`config.mk`:
```
export PLATFORM = sky130hd
export DESIGN_NAME = thermal_throttle_gen
export DESIGN_NICKNAME = d
export VERILOG_FILES = /design/src/rtl/thr_pkg.sv /design/src/rtl/thr_sync.sv /design/src/rtl/thr_ctrl.sv /design/src/rtl/thr_duty_cmp.sv /design/src/rtl/thermal_throttle_gen.sv
export SDC_FILE = /design/constraint.sdc
export NUM_CORES = 1
export LEC_CHECK = 0
export BUFFER_PORTS_ARGS = -buffer_cell sky130_fd_sc_hd__buf_2
export CAP_MARGIN = 25
export CORE_AREA = 3 3 47 49
export CTS_CLUSTER_SIZE = 28
export DETAILED_ROUTE_END_ITERATION = 8
export DIE_AREA = 0 0 50 52
export GPL_TIMING_DRIVEN = 0
export PLACE_DENSITY = 0.78
export REMOVE_ABC_BUFFERS = 1
export SLEW_MARGIN = 5
export SYNTH_ARGS = -nofsm -noshare
export SYNTH_HDL_FRONTEND = slang
export SYNTH_SLANG_ARGS = --single-unit
```
`constraint.sdc`:
```
create_clock -name clk -period 1.65 [get_ports clk]
set_input_delay 0.0825 -clock clk [delete_from_list [all_inputs] [get_ports clk]]
set_output_delay 0.0825 -clock clk [all_outputs]
set_load 0.005 [all_outputs]
```
`src/rtl/thr_pkg.sv`:
```
`timescale 1ns/1ps
package thr_pkg;
  typedef enum logic [1:0] {
    TS_IDLE = 2'd0,
    TS_RUN  = 2'd1,
    TS_HOLD = 2'd2
  } thr_state_e;
endpackage

```
`src/rtl/thr_sync.sv`:
```
`timescale 1ns/1ps
module thr_sync #(
  parameter int W      = 2,
  parameter int STAGES = 2
) (
  input  logic         clk,
  input  logic         rst_n,
  input  logic [W-1:0] d_i,
  output logic [W-1:0] q_o
);
  logic [W-1:0] stage_q [STAGES];

  always_ff @(posedge clk or negedge rst_n) begin
    if (!rst_n) stage_q[0] <= '0;
    else        stage_q[0] <= d_i;
  end

  for (genvar k = 1; k < STAGES; k++) begin : g_stage
    always_ff @(posedge clk or negedge rst_n) begin
      if (!rst_n) stage_q[k] <= '0;
      else        stage_q[k] <= stage_q[k-1];
    end
  end

  assign q_o = stage_q[STAGES-1];
endmodule

```
`src/rtl/thr_ctrl.sv`:
```
`timescale 1ns/1ps
module thr_ctrl
  import thr_pkg::*;
#(
  parameter int CNT_W = 4
) (
  input  logic             clk,
  input  logic             rst_n,
  input  logic             cond_i,
  input  logic             evt_i,
  input  logic             reload_i,
  output thr_state_e       state_o,
  output logic [CNT_W-1:0] cnt_o,
  output logic [CNT_W-1:0] quiet_o
);
  localparam logic [CNT_W-1:0] LAST = '1;

  thr_state_e       st_q;
  logic [CNT_W-1:0] cnt_q;
  logic [CNT_W-1:0] quiet_q;

  always_ff @(posedge clk or negedge rst_n) begin
    if (!rst_n) begin
      st_q    <= TS_IDLE;
      cnt_q   <= '0;
      quiet_q <= '0;
    end else begin
      unique case (st_q)
        TS_IDLE: begin
          if (cond_i && !evt_i) begin
            st_q  <= TS_RUN;
            cnt_q <= '0;
          end
        end
        TS_RUN: begin
          if (evt_i) begin
            st_q    <= TS_HOLD;
            quiet_q <= '0;
          end else if (cnt_q == LAST) begin
            cnt_q <= '0;
            if (!cond_i) st_q <= TS_IDLE;
          end else begin
            cnt_q <= cnt_q + 1'b1;
          end
        end
        TS_HOLD: begin
          if (evt_i) begin
            quiet_q <= '0;
          end else if (quiet_q == LAST) begin
            if (cond_i) begin
              st_q <= TS_RUN;
              if (reload_i) cnt_q <= '0;
            end else begin
              st_q  <= TS_IDLE;
              cnt_q <= '0;
            end
          end else begin
            quiet_q <= quiet_q + 1'b1;
          end
        end
        default: st_q <= TS_IDLE;
      endcase
    end
  end

  assign state_o = st_q;
  assign cnt_o   = cnt_q;
  assign quiet_o = quiet_q;
endmodule

```
`src/rtl/thr_duty_cmp.sv`:
```
`timescale 1ns/1ps
module thr_duty_cmp #(
  parameter int CNT_W = 4
) (
  input  logic             active_i,
  input  logic [CNT_W-1:0] cnt_i,
  input  logic [CNT_W-1:0] duty_i,
  output logic             stpclk_o
);
  always_comb stpclk_o = active_i && (cnt_i < duty_i);
endmodule

```
`src/rtl/thermal_throttle_gen.sv`:
```
`timescale 1ns/1ps
module thermal_throttle_gen
  import thr_pkg::*;
#(
  parameter int CNT_W       = 4,
  parameter int SYNC_STAGES = 2
) (
  input  logic             clk,
  input  logic             rst_n,
  input  logic             therm_en_i,
  input  logic             cnt_reload_i,
  input  logic [CNT_W-1:0] duty_i,
  input  logic             therm_evt_i,
  input  logic             therm_ovr_i,
  input  logic             wake_i,
  input  logic             brk_i,
  output logic             stpclk_o
);
  logic [1:0]       sync_q;
  logic             cond;
  logic             evt;
  thr_state_e       state;
  logic [CNT_W-1:0] cnt;
  logic [CNT_W-1:0] quiet;

  thr_sync #(.W(2), .STAGES(SYNC_STAGES)) sync_i (
    .clk   (clk),
    .rst_n (rst_n),
    .d_i   ({therm_ovr_i, therm_evt_i}),
    .q_o   (sync_q)
  );

  assign cond = (therm_en_i && sync_q[0]) || sync_q[1];
  assign evt  = wake_i || brk_i;

  thr_ctrl #(.CNT_W(CNT_W)) ctrl_i (
    .clk      (clk),
    .rst_n    (rst_n),
    .cond_i   (cond),
    .evt_i    (evt),
    .reload_i (cnt_reload_i),
    .state_o  (state),
    .cnt_o    (cnt),
    .quiet_o  (quiet)
  );

  thr_duty_cmp #(.CNT_W(CNT_W)) cmp_i (
    .active_i (state == TS_RUN),
    .cnt_i    (cnt),
    .duty_i   (duty_i),
    .stpclk_o (stpclk_o)
  );
endmodule

```
==> run metrics, run 1 <==
CP Class=reg2reg; failing checks=negative setup slack; Startpoint Class=register; layout cell share with drive strength beyond 1=44.8%; Yosys reg bits=14; logic gate share of total power=59.4%; gr ovfl total=0; Final Max Slew Viols=0; Top delay family on crit path=flip-flops; flop2flop setup slack=-0.13 ns; Met1 Routed Length=888 µm; crit path cell chain=buf_4 > ha_1 > inv_1 > o2111ai_2 > or3_4 > mux2_4; WP buf/inv=2; largest net degree at the start of global routing=15; crit path DAT=1.95 ns; maximum clock path buffer count=2; EDFF count, synth=0; clk_lat worst skew=0.28 ns; Max stage delay cell, worst path=dfrtp_1; Worst Reg-to-Reg Cells=6; placed cells=128; Avg WL per Cell=14.2 µm; Die W=50 µm; vias in the first global route=807; DR vias=813; max_cap viols=0; reg2reg end=ctrl_i.cnt_o[0]; synthesized area per cell=10.0 µm²; fillers=140; fin worst setup slack=-0.130 ns; Die ar.=2600 µm²; die outline height=52 µm; IO Port Bufs=12; worst min path class=in2async; met2 WL=1140 µm; fin cells=152; overall routing resource usage=17.0%; CP max FO=4; Worst Path Required=1.82 ns; clock sinks=14; antenna violations before repair=0; Placeable Area=1900 µm²; hold slack=0.217 ns; Worst-Margin Slew=0.415 ns; Worst slew margin=72.3%; DRC violations left=0; Yosys Warn Count=0; first-pass GRT wire length=3330 µm; 1st-pass router iterations=3; row cnt=16; drt via density=5.35; CP max stage delay=0.41 ns; most common cell after layout, fill and taps aside=buf_4; Flop pwr share=27.1%; DR WL met3=51 µm; Post-DRT Antenna Nets=0; Tmin final=1.78 ns; sequential fraction of the synthesis area=39.4%; diode count=0; Clock Skew=0.00529 ns; LEAKAGE=0.627 nW; clock-pin slew on the worst setup and hold paths=0.08 ns; most frequent cells in the layout=buf_4 (16), dfrtp_1 (14), buf_2 (12); maximum vdd drop=1.06 mV; unrepaired setup endpoints after global routing=yes; Clk Tree Root Cell=clkbuf_4; CTS Buf Count=3; CTS tree=yes; Net Switching=681 µW; count of cell types in the netlist=37; Top Layer Used=met4; ys flop type=dfrtp_1; final net count=148; total number of H-tree levels=1; Fin. Hold Viols=0; Setup-failing EPs final=5; GP Congestion=0.753; synthesized area=890 µm²; DPL Wire Length=1300 µm; Final period util=108%; Total Wirelength=2160 µm; Clk pwr share=13.5%; internal power=1.08 mW; CP endpoint kind=register; Initial Utilization=46.8%; I/O pin count=13; Area growth syn-to-layout=45.7%; initial DRC count=5; asr flop ratio synth=100%; gate count of the mapped netlist=89; Fmax=0.562 GHz; pwr/cell area=1360 nW/µm²; Sw Share=38.6%; outcome=finished, violations left; Reg-to-Reg Start=ctrl_i.state_o[0]
==> logic make-up after synthesis <==
family | Yosys count | share of synthesized area [%]
DFF | 14 | 39.4
adders and majority gates | 10 | 14.1
and+or+nand+nor | 25 | 17.2
buffers and inverters | 10 | 4.22
AOI/OAI and AO/OA | 27 | 21.1
muxes | 3 | 4.08
==> worst register-to-register path, cell delays in order (launching register included) <==
cell and delay [ns]:
dfrtp_1 0.41, buf_4 0.15, ha_1 0.19, inv_1 0.07, o2111ai_2 0.15, or3_4 0.39
mux2_4 0.31
==> state kept, by name (all words and copies together) (netlist names) <==
name	flops
sync_i.q_o	2
sync_i.stage_q	2
ctrl_i.cnt_o	4
ctrl_i.state_o	2
ctrl_i.quiet_o	4
==> layer usage <==
layer  vias to the layer above  global-route usage, %
met2                        19                   30.4
li1                        400                      -
met3                         8                   3.15
met4                         0                   11.5
met1                       386                   18.1
met5                         -                      0
==> how the worst max path moves through the flow <==
stage                        endpoint  cells past startpoint         startpoint
finish                ctrl_i.cnt_o[0]                      6  ctrl_i.state_o[0]
global route          ctrl_i.cnt_o[2]                      5  ctrl_i.quiet_o[0]
CTS                 ctrl_i.state_o[0]                      5    ctrl_i.cnt_o[1]
detailed placement    ctrl_i.cnt_o[2]                      6  ctrl_i.state_o[1]
global placement      ctrl_i.cnt_o[0]                      6  ctrl_i.state_o[1]
floorplan             ctrl_i.cnt_o[0]                      6  ctrl_i.state_o[1]
==> metrics by stage <==
stage | utilization, % | power [mW] | TNS, ns | setup slack [ns] | cell area (µm²)
floorplan | - | 0.985 | -0.490 | -0.133 | 890
global placement | 51.7 | 1.12 | -1.41 | -0.315 | 983
detailed placement | 51.7 | 1.15 | -1.86 | -0.326 | 983
CTS | 63.8 | 1.62 | -0.431 | -0.112 | 1210
global route | 68.2 | 1.89 | -0.844 | -0.178 | 1300
finish | 68.2 | 1.76 | -0.540 | -0.130 | 1300
==> cells in the mapped netlist, drive strengths merged (3+ instances only) <==
master,n,area (µm²)
dfrtp,14,350
a21oi,4,20.0
nor2,3,11.3
nand2,4,15.0
a21o,4,30.0
inv,10,37.5
ha,10,125
o21ai,6,30.0
nand3,4,25.0
==> area by class of cell <==
cell class	instances	area (µm²)	share of cell area, %
Multi-Input combinational cell	65	617	47.6
Clock buffer	4	36.3	2.80
Tap cell	27	33.8	2.61
Sequential cell	14	350	27.0
Inverter	10	37.5	2.90
Timing Repair Buffer	32	221	17.1
==> power by group through the flow <==
stage	combinational, mW	sequential, mW	clock, mW
6_report	1.05	0.479	0.238
5_1_grt	1.14	0.486	0.264
4_1_cts	0.904	0.464	0.249
3_5_place_dp	0.657	0.490	0
3_3_place_gp	0.635	0.483	0
2_1_floorplan	0.514	0.471	0
==> repair_timing <==
item	in CTS	in global routing
hold endpoints to repair	16	0
buffers inserted	13	4
resized for setup	17	10
hold buffers	3	0
endpoints found under the setup margin	11	7
pin swaps	6	6
(Power assumes the default switching activity.)
==> run 2, diff against run 1 <==
--- a/config.mk
+++ b/config.mk
@@ -7,12 +7,14 @@
 export LEC_CHECK = 0
 export BUFFER_PORTS_ARGS = -buffer_cell sky130_fd_sc_hd__buf_2
 export CAP_MARGIN = 25
-export CORE_AREA = 3 3 47 49
+export CELL_PAD_IN_SITES_DETAIL_PLACEMENT = 0
+export CELL_PAD_IN_SITES_GLOBAL_PLACEMENT = 1
+export CORE_AREA = 3 3 49 51
 export CTS_CLUSTER_SIZE = 28
 export DETAILED_ROUTE_END_ITERATION = 8
-export DIE_AREA = 0 0 50 52
+export DIE_AREA = 0 0 52 54
 export GPL_TIMING_DRIVEN = 0
-export PLACE_DENSITY = 0.78
+export PLACE_DENSITY = 0.86
 export REMOVE_ABC_BUFFERS = 1
 export SLEW_MARGIN = 5
 export SYNTH_ARGS = -nofsm -noshare
==> constraint.sdc (replaced) <==
create_clock -name clk -period 2.3 [get_ports clk]
set_input_delay 0.115 -clock clk [delete_from_list [all_inputs] [get_ports clk]]
set_output_delay 0.115 -clock clk [all_outputs]
set_load 0.005 [all_outputs]
==> run metrics, run 2 (synthesized netlist as in run 1, its figures left out) <==
Area growth syn-to-layout=18.0%; antenna violations before repair=0; 1st-pass router iterations=4; Die W=52 µm; Clk Tree Root Cell=clkbuf_4; total number of H-tree levels=1; Worst Path Required=2.46 ns; fillers=198; Fin. Hold Viols=0; Reg area=350 µm²; CP max FO=6; most common cell after layout, fill and taps aside=dfrtp_1; Tmin final=2.00 ns; overall routing resource usage=15.4%; diode count=0; fin cells=135; DR vias=720; drt via density=5.33; Clk pwr share=17.6%; Clock Skew=0.0116 ns; outcome=finished clean; maximum vdd drop=0.586 mV; die outline height=54 µm; TNS Setup=0 ns; Avg WL per Cell=13.0 µm; post-CTS setup buffers=0; logic gate share of total power=47.5%; Multi-input gate area=502 µm²; GP Congestion=0.855; Final Max Slew Viols=0; pre-CTS setup slack=0.335 ns; Post-DRT Antenna Nets=0; max_cap viols=0; vias in the first global route=736; gr ovfl total=0; maximum clock path buffer count=2; I/O pin count=13; Setup-failing EPs final=0; internal power=616 µW; Initial Utilization=44.9%; Net Switching=378 µW; DRC violations left=0; hold slack=0.263 ns; LEAKAGE=0.526 nW; pwr/cell area=947 nW/µm²; worst min path class=in2async; fin worst setup slack=0.303 ns; initial DRC count=11; first-pass GRT wire length=3190 µm; most frequent cells in the layout=dfrtp_1 (14), buf_2 (12), inv_1 (10), ha_1 (10), o21ai_0 (6); clk_lat worst skew=0.28 ns; CTS Buf Count=3; Worst slew margin=61.6%; Sw Share=38.0%; unrepaired setup endpoints after global routing=no; Die ar.=2810 µm²; Startpoint Class=register; Placeable Area=1980 µm²; IO Port Bufs=12; placed cells=128; Final period util=86.8%; CP Class=reg2reg; CTS tree=yes; layout cell share with drive strength beyond 1=22.2%; Total Wirelength=1750 µm; CP endpoint kind=register; crit path DAT=2.16 ns; Flop pwr share=35.0%; Fmax=0.501 GHz; clock sinks=14; clock-pin slew on the worst setup and hold paths=0.09 ns; largest net degree at the start of global routing=15; DPL Wire Length=1340 µm; final net count=131; Worst-Margin Slew=0.571 ns; row cnt=16
[run 2: final timing paths]
check	cells past startpoint	from	endpoint	slack, ns
setup / recovery	6	ctrl_i.state_o[0]	ctrl_i.cnt_o[0]	0.30
hold / removal	2	rst_n	ctrl_i.state_o[0]	0.26
setup reg to reg	6	ctrl_i.state_o[0]	ctrl_i.cnt_o[0]	0.30
hold reg to reg	0	sync_i.stage_q[3]	sync_i.q_o[1]	0.36
max in group asynchronous	2	rst_n	ctrl_i.cnt_o[1]	1.78
min in group clk	4	wake_i	ctrl_i.state_o[1]	0.34
[run 2: repair_timing]
| action | in CTS | in global routing |
|---|---|---|
| hold buffers | 3 | 0 |
| hold endpoints to repair | 16 | 0 |
| endpoints found under the setup margin | 0 | 0 |
| gates resized for setup | 0 | 0 |
[run 2: worst max-delay path: stages, from the launching register on]
cell,delay [ns]
dfrtp_1,0.44
inv_1,0.09
ha_1,0.26
o21ai_0,0.13
o2111ai_1,0.24
or3_4,0.41
mux2_4,0.30
[run 2: cell type report]
| cell class | count | area share [%] |
|---|---|---|
| clock buffers | 4 | 3.46 |
| inverters | 10 | 3.58 |
| well taps | 27 | 3.22 |
| repair buffers | 15 | 8.58 |
| multi-input cells | 65 | 47.8 |
| flip-flops and latches | 14 | 33.4 |
[run 2: power groups by stage]
stage | registers, mW | clock network (mW) | logic [mW]
floorplan | 0.338 | 0 | 0.369
global placement | 0.352 | 0 | 0.457
detailed placement | 0.353 | 0 | 0.469
CTS | 0.348 | 0.181 | 0.478
global route | 0.358 | 0.192 | 0.548
finish | 0.348 | 0.175 | 0.472
[run 2: through the flow]
| step | cell area [µm²] | utilization (%) | power (mW) |
|---|---|---|---|
| after floorplan | 890 | - | 0.707 |
| after global placement | 983 | 49.6 | 0.809 |
| after detailed placement | 983 | 49.6 | 0.822 |
| after CTS | 1050 | 53.0 | 1.01 |
| after global routing | 1050 | 53.0 | 1.10 |
| final | 1050 | 53.0 | 0.994 |
[run 2: metal layers]
metal	global-route usage (%)	wire length, µm	vias to the layer above
met5	0	0	-
met2	24.9	836	13
met4	6.55	14	0
met3	3.32	68	2
li1	-	-	365
met1	19.7	830	340
==> run 3, diff against run 2 <==
--- a/config.mk
+++ b/config.mk
@@ -5,16 +5,16 @@
 export SDC_FILE = /design/constraint.sdc
 export NUM_CORES = 1
 export LEC_CHECK = 0
-export BUFFER_PORTS_ARGS = -buffer_cell sky130_fd_sc_hd__buf_2
 export CAP_MARGIN = 25
 export CELL_PAD_IN_SITES_DETAIL_PLACEMENT = 0
 export CELL_PAD_IN_SITES_GLOBAL_PLACEMENT = 1
-export CORE_AREA = 3 3 49 51
+export CORE_AREA = 3 3 47 49
 export CTS_CLUSTER_SIZE = 28
 export DETAILED_ROUTE_END_ITERATION = 8
-export DIE_AREA = 0 0 52 54
+export DIE_AREA = 0 0 50 52
+export DONT_BUFFER_PORTS = 1
 export GPL_TIMING_DRIVEN = 0
-export PLACE_DENSITY = 0.86
+export PLACE_DENSITY = 0.79
 export REMOVE_ABC_BUFFERS = 1
 export SLEW_MARGIN = 5
 export SYNTH_ARGS = -nofsm -noshare
==> run metrics, run 3 (synthesized netlist as in run 1, its figures left out) <==
logic gate share of total power=46.9%; maximum vdd drop=0.571 mV; clock sinks=14; Total Wirelength=1590 µm; Tot Pwr=968 µW; fillers=182; hold slack=0.216 ns; dpl cell area=923 µm²; Fin. Hold Viols=0; clk_lat worst skew=0.27 ns; post_cts resized=0; overall routing resource usage=13.9%; CP Class=reg2reg; Post-DRT Antenna Nets=0; CTS tree=yes; Flop pwr share=35.8%; DRC violations left=0; Final Max Slew Viols=0; vias in the first global route=608; Die W=50 µm; Initial Utilization=46.8%; Sw Share=37.8%; unrepaired setup endpoints after global routing=no; CTS Hold Bufs=3; internal power=602 µW; 1st-pass router iterations=4; Fmax=0.500 GHz; worst min path class=in2reg; diode count=0; layout cell share with drive strength beyond 1=12.5%; Die ar.=2600 µm²; Max stage delay cell, worst path=or3_4; Top Layer Used=met4; CTS Buf Count=3; DR vias=685; largest net degree at the start of global routing=15; initial DRC count=16; row cnt=16; Area growth syn-to-layout=11.3%; placed cells=116; Net Switching=366 µW; GP Congestion=0.743; pwr/cell area=978 nW/µm²; Final period util=87.0%; maximum clock path buffer count=2; most common cell after layout, fill and taps aside=dfrtp_1; Tmin final=2.00 ns; clock-pin slew on the worst setup and hold paths=0.08 ns; met2 WL=735 µm; I/O pin count=13; outcome=finished clean; antenna violations before repair=0; Final Cell Area=990 µm²; final net count=119; post-CTS setup buffers=0; Worst-Margin Slew=0.612 ns; Placeable Area=1900 µm²; Clk Tree Root Cell=clkbuf_4; fin cells=123; Met1 Routed Length=740 µm; Worst Path Required=2.46 ns; first-pass GRT wire length=2640 µm; CP max stage delay=0.42 ns; Clk pwr share=17.3%; Layout Utilization=52.0%; Worst slew margin=58.8%; Setup-failing EPs final=0; gr ovfl total=0; max_cap viols=0; Startpoint Class=register; Avg WL per Cell=12.9 µm; fin worst setup slack=0.298 ns; drt via density=5.57; IO Port Bufs=0; die outline height=52 µm; Clock Skew=0.00313 ns; crit path cell chain=inv_1 > ha_1 > o21ai_0 > o2111ai_1 > or3_4 > mux2_4; TNS Setup=0 ns; pre-CTS setup slack=0.324 ns; DPL Wire Length=1260 µm; LEAKAGE=0.478 nW; most frequent cells in the layout=dfrtp_1 (14), inv_1 (10), ha_1 (10); DR WL met3=76 µm; total number of H-tree levels=1; CP max FO=7; CP endpoint kind=register; crit path DAT=2.16 ns
==> run 3: cell types whose count changed in the layout (fill, tap and decap cells not counted) <==
cell / before / now
buf_2: 12 / 0
==> run 3: worst paths after layout <==
| check | from | to | slack, ns | cells after the start |
|---|---|---|---|---|
| setup / recovery | ctrl_i.state_o[1] | ctrl_i.cnt_o[0] | 0.30 | 6 |
| hold reg to reg | sync_i.stage_q[3] | sync_i.q_o[1] | 0.36 | 0 |
| max in group asynchronous | rst_n | ctrl_i.quiet_o[1] | 1.64 | 1 |
| min in group asynchronous | rst_n | ctrl_i.quiet_o[3] | 0.28 | 1 |
| setup reg to reg | ctrl_i.state_o[1] | ctrl_i.cnt_o[0] | 0.30 | 6 |
| hold / removal | wake_i | ctrl_i.state_o[1] | 0.22 | 3 |
==> run 3: area by class of cell <==
class / count / area (µm²) / area share, %
Clock buffer: 4 / 36.3 / 3.67
Inverter: 10 / 37.5 / 3.79
Multi-Input combinational cell: 65 / 502 / 50.7
Sequential cell: 14 / 350 / 35.4
Tap cell: 27 / 33.8 / 3.41
Timing Repair Buffer: 3 / 30.0 / 3.03
==> run 3: critical path: cells and delay by family (launching register included) <==
kind / cells / cell delay (ns)
simple gates: 1 / 0.42
flops: 1 / 0.41
mux: 1 / 0.31
buf+inv: 1 / 0.08
fa+ha+maj: 1 / 0.27
compound gates: 2 / 0.40
==> run 3: power by group through the flow <==
stage          Sequential (mW)  Clock, mW  Combinational [mW]
4_1_cts                  0.348      0.176               0.457
3_5_place_dp             0.353          0               0.445
3_3_place_gp             0.349          0               0.440
5_1_grt                  0.358      0.188               0.505
6_report                 0.347      0.168               0.454
2_1_floorplan            0.338          0               0.369
==> run 3: metal layers <==
layer	up-vias	track usage [%]
met4	0	8.29
met5	-	0
met3	5	4.30
met2	17	22.2
met1	323	16.2
li1	340	-
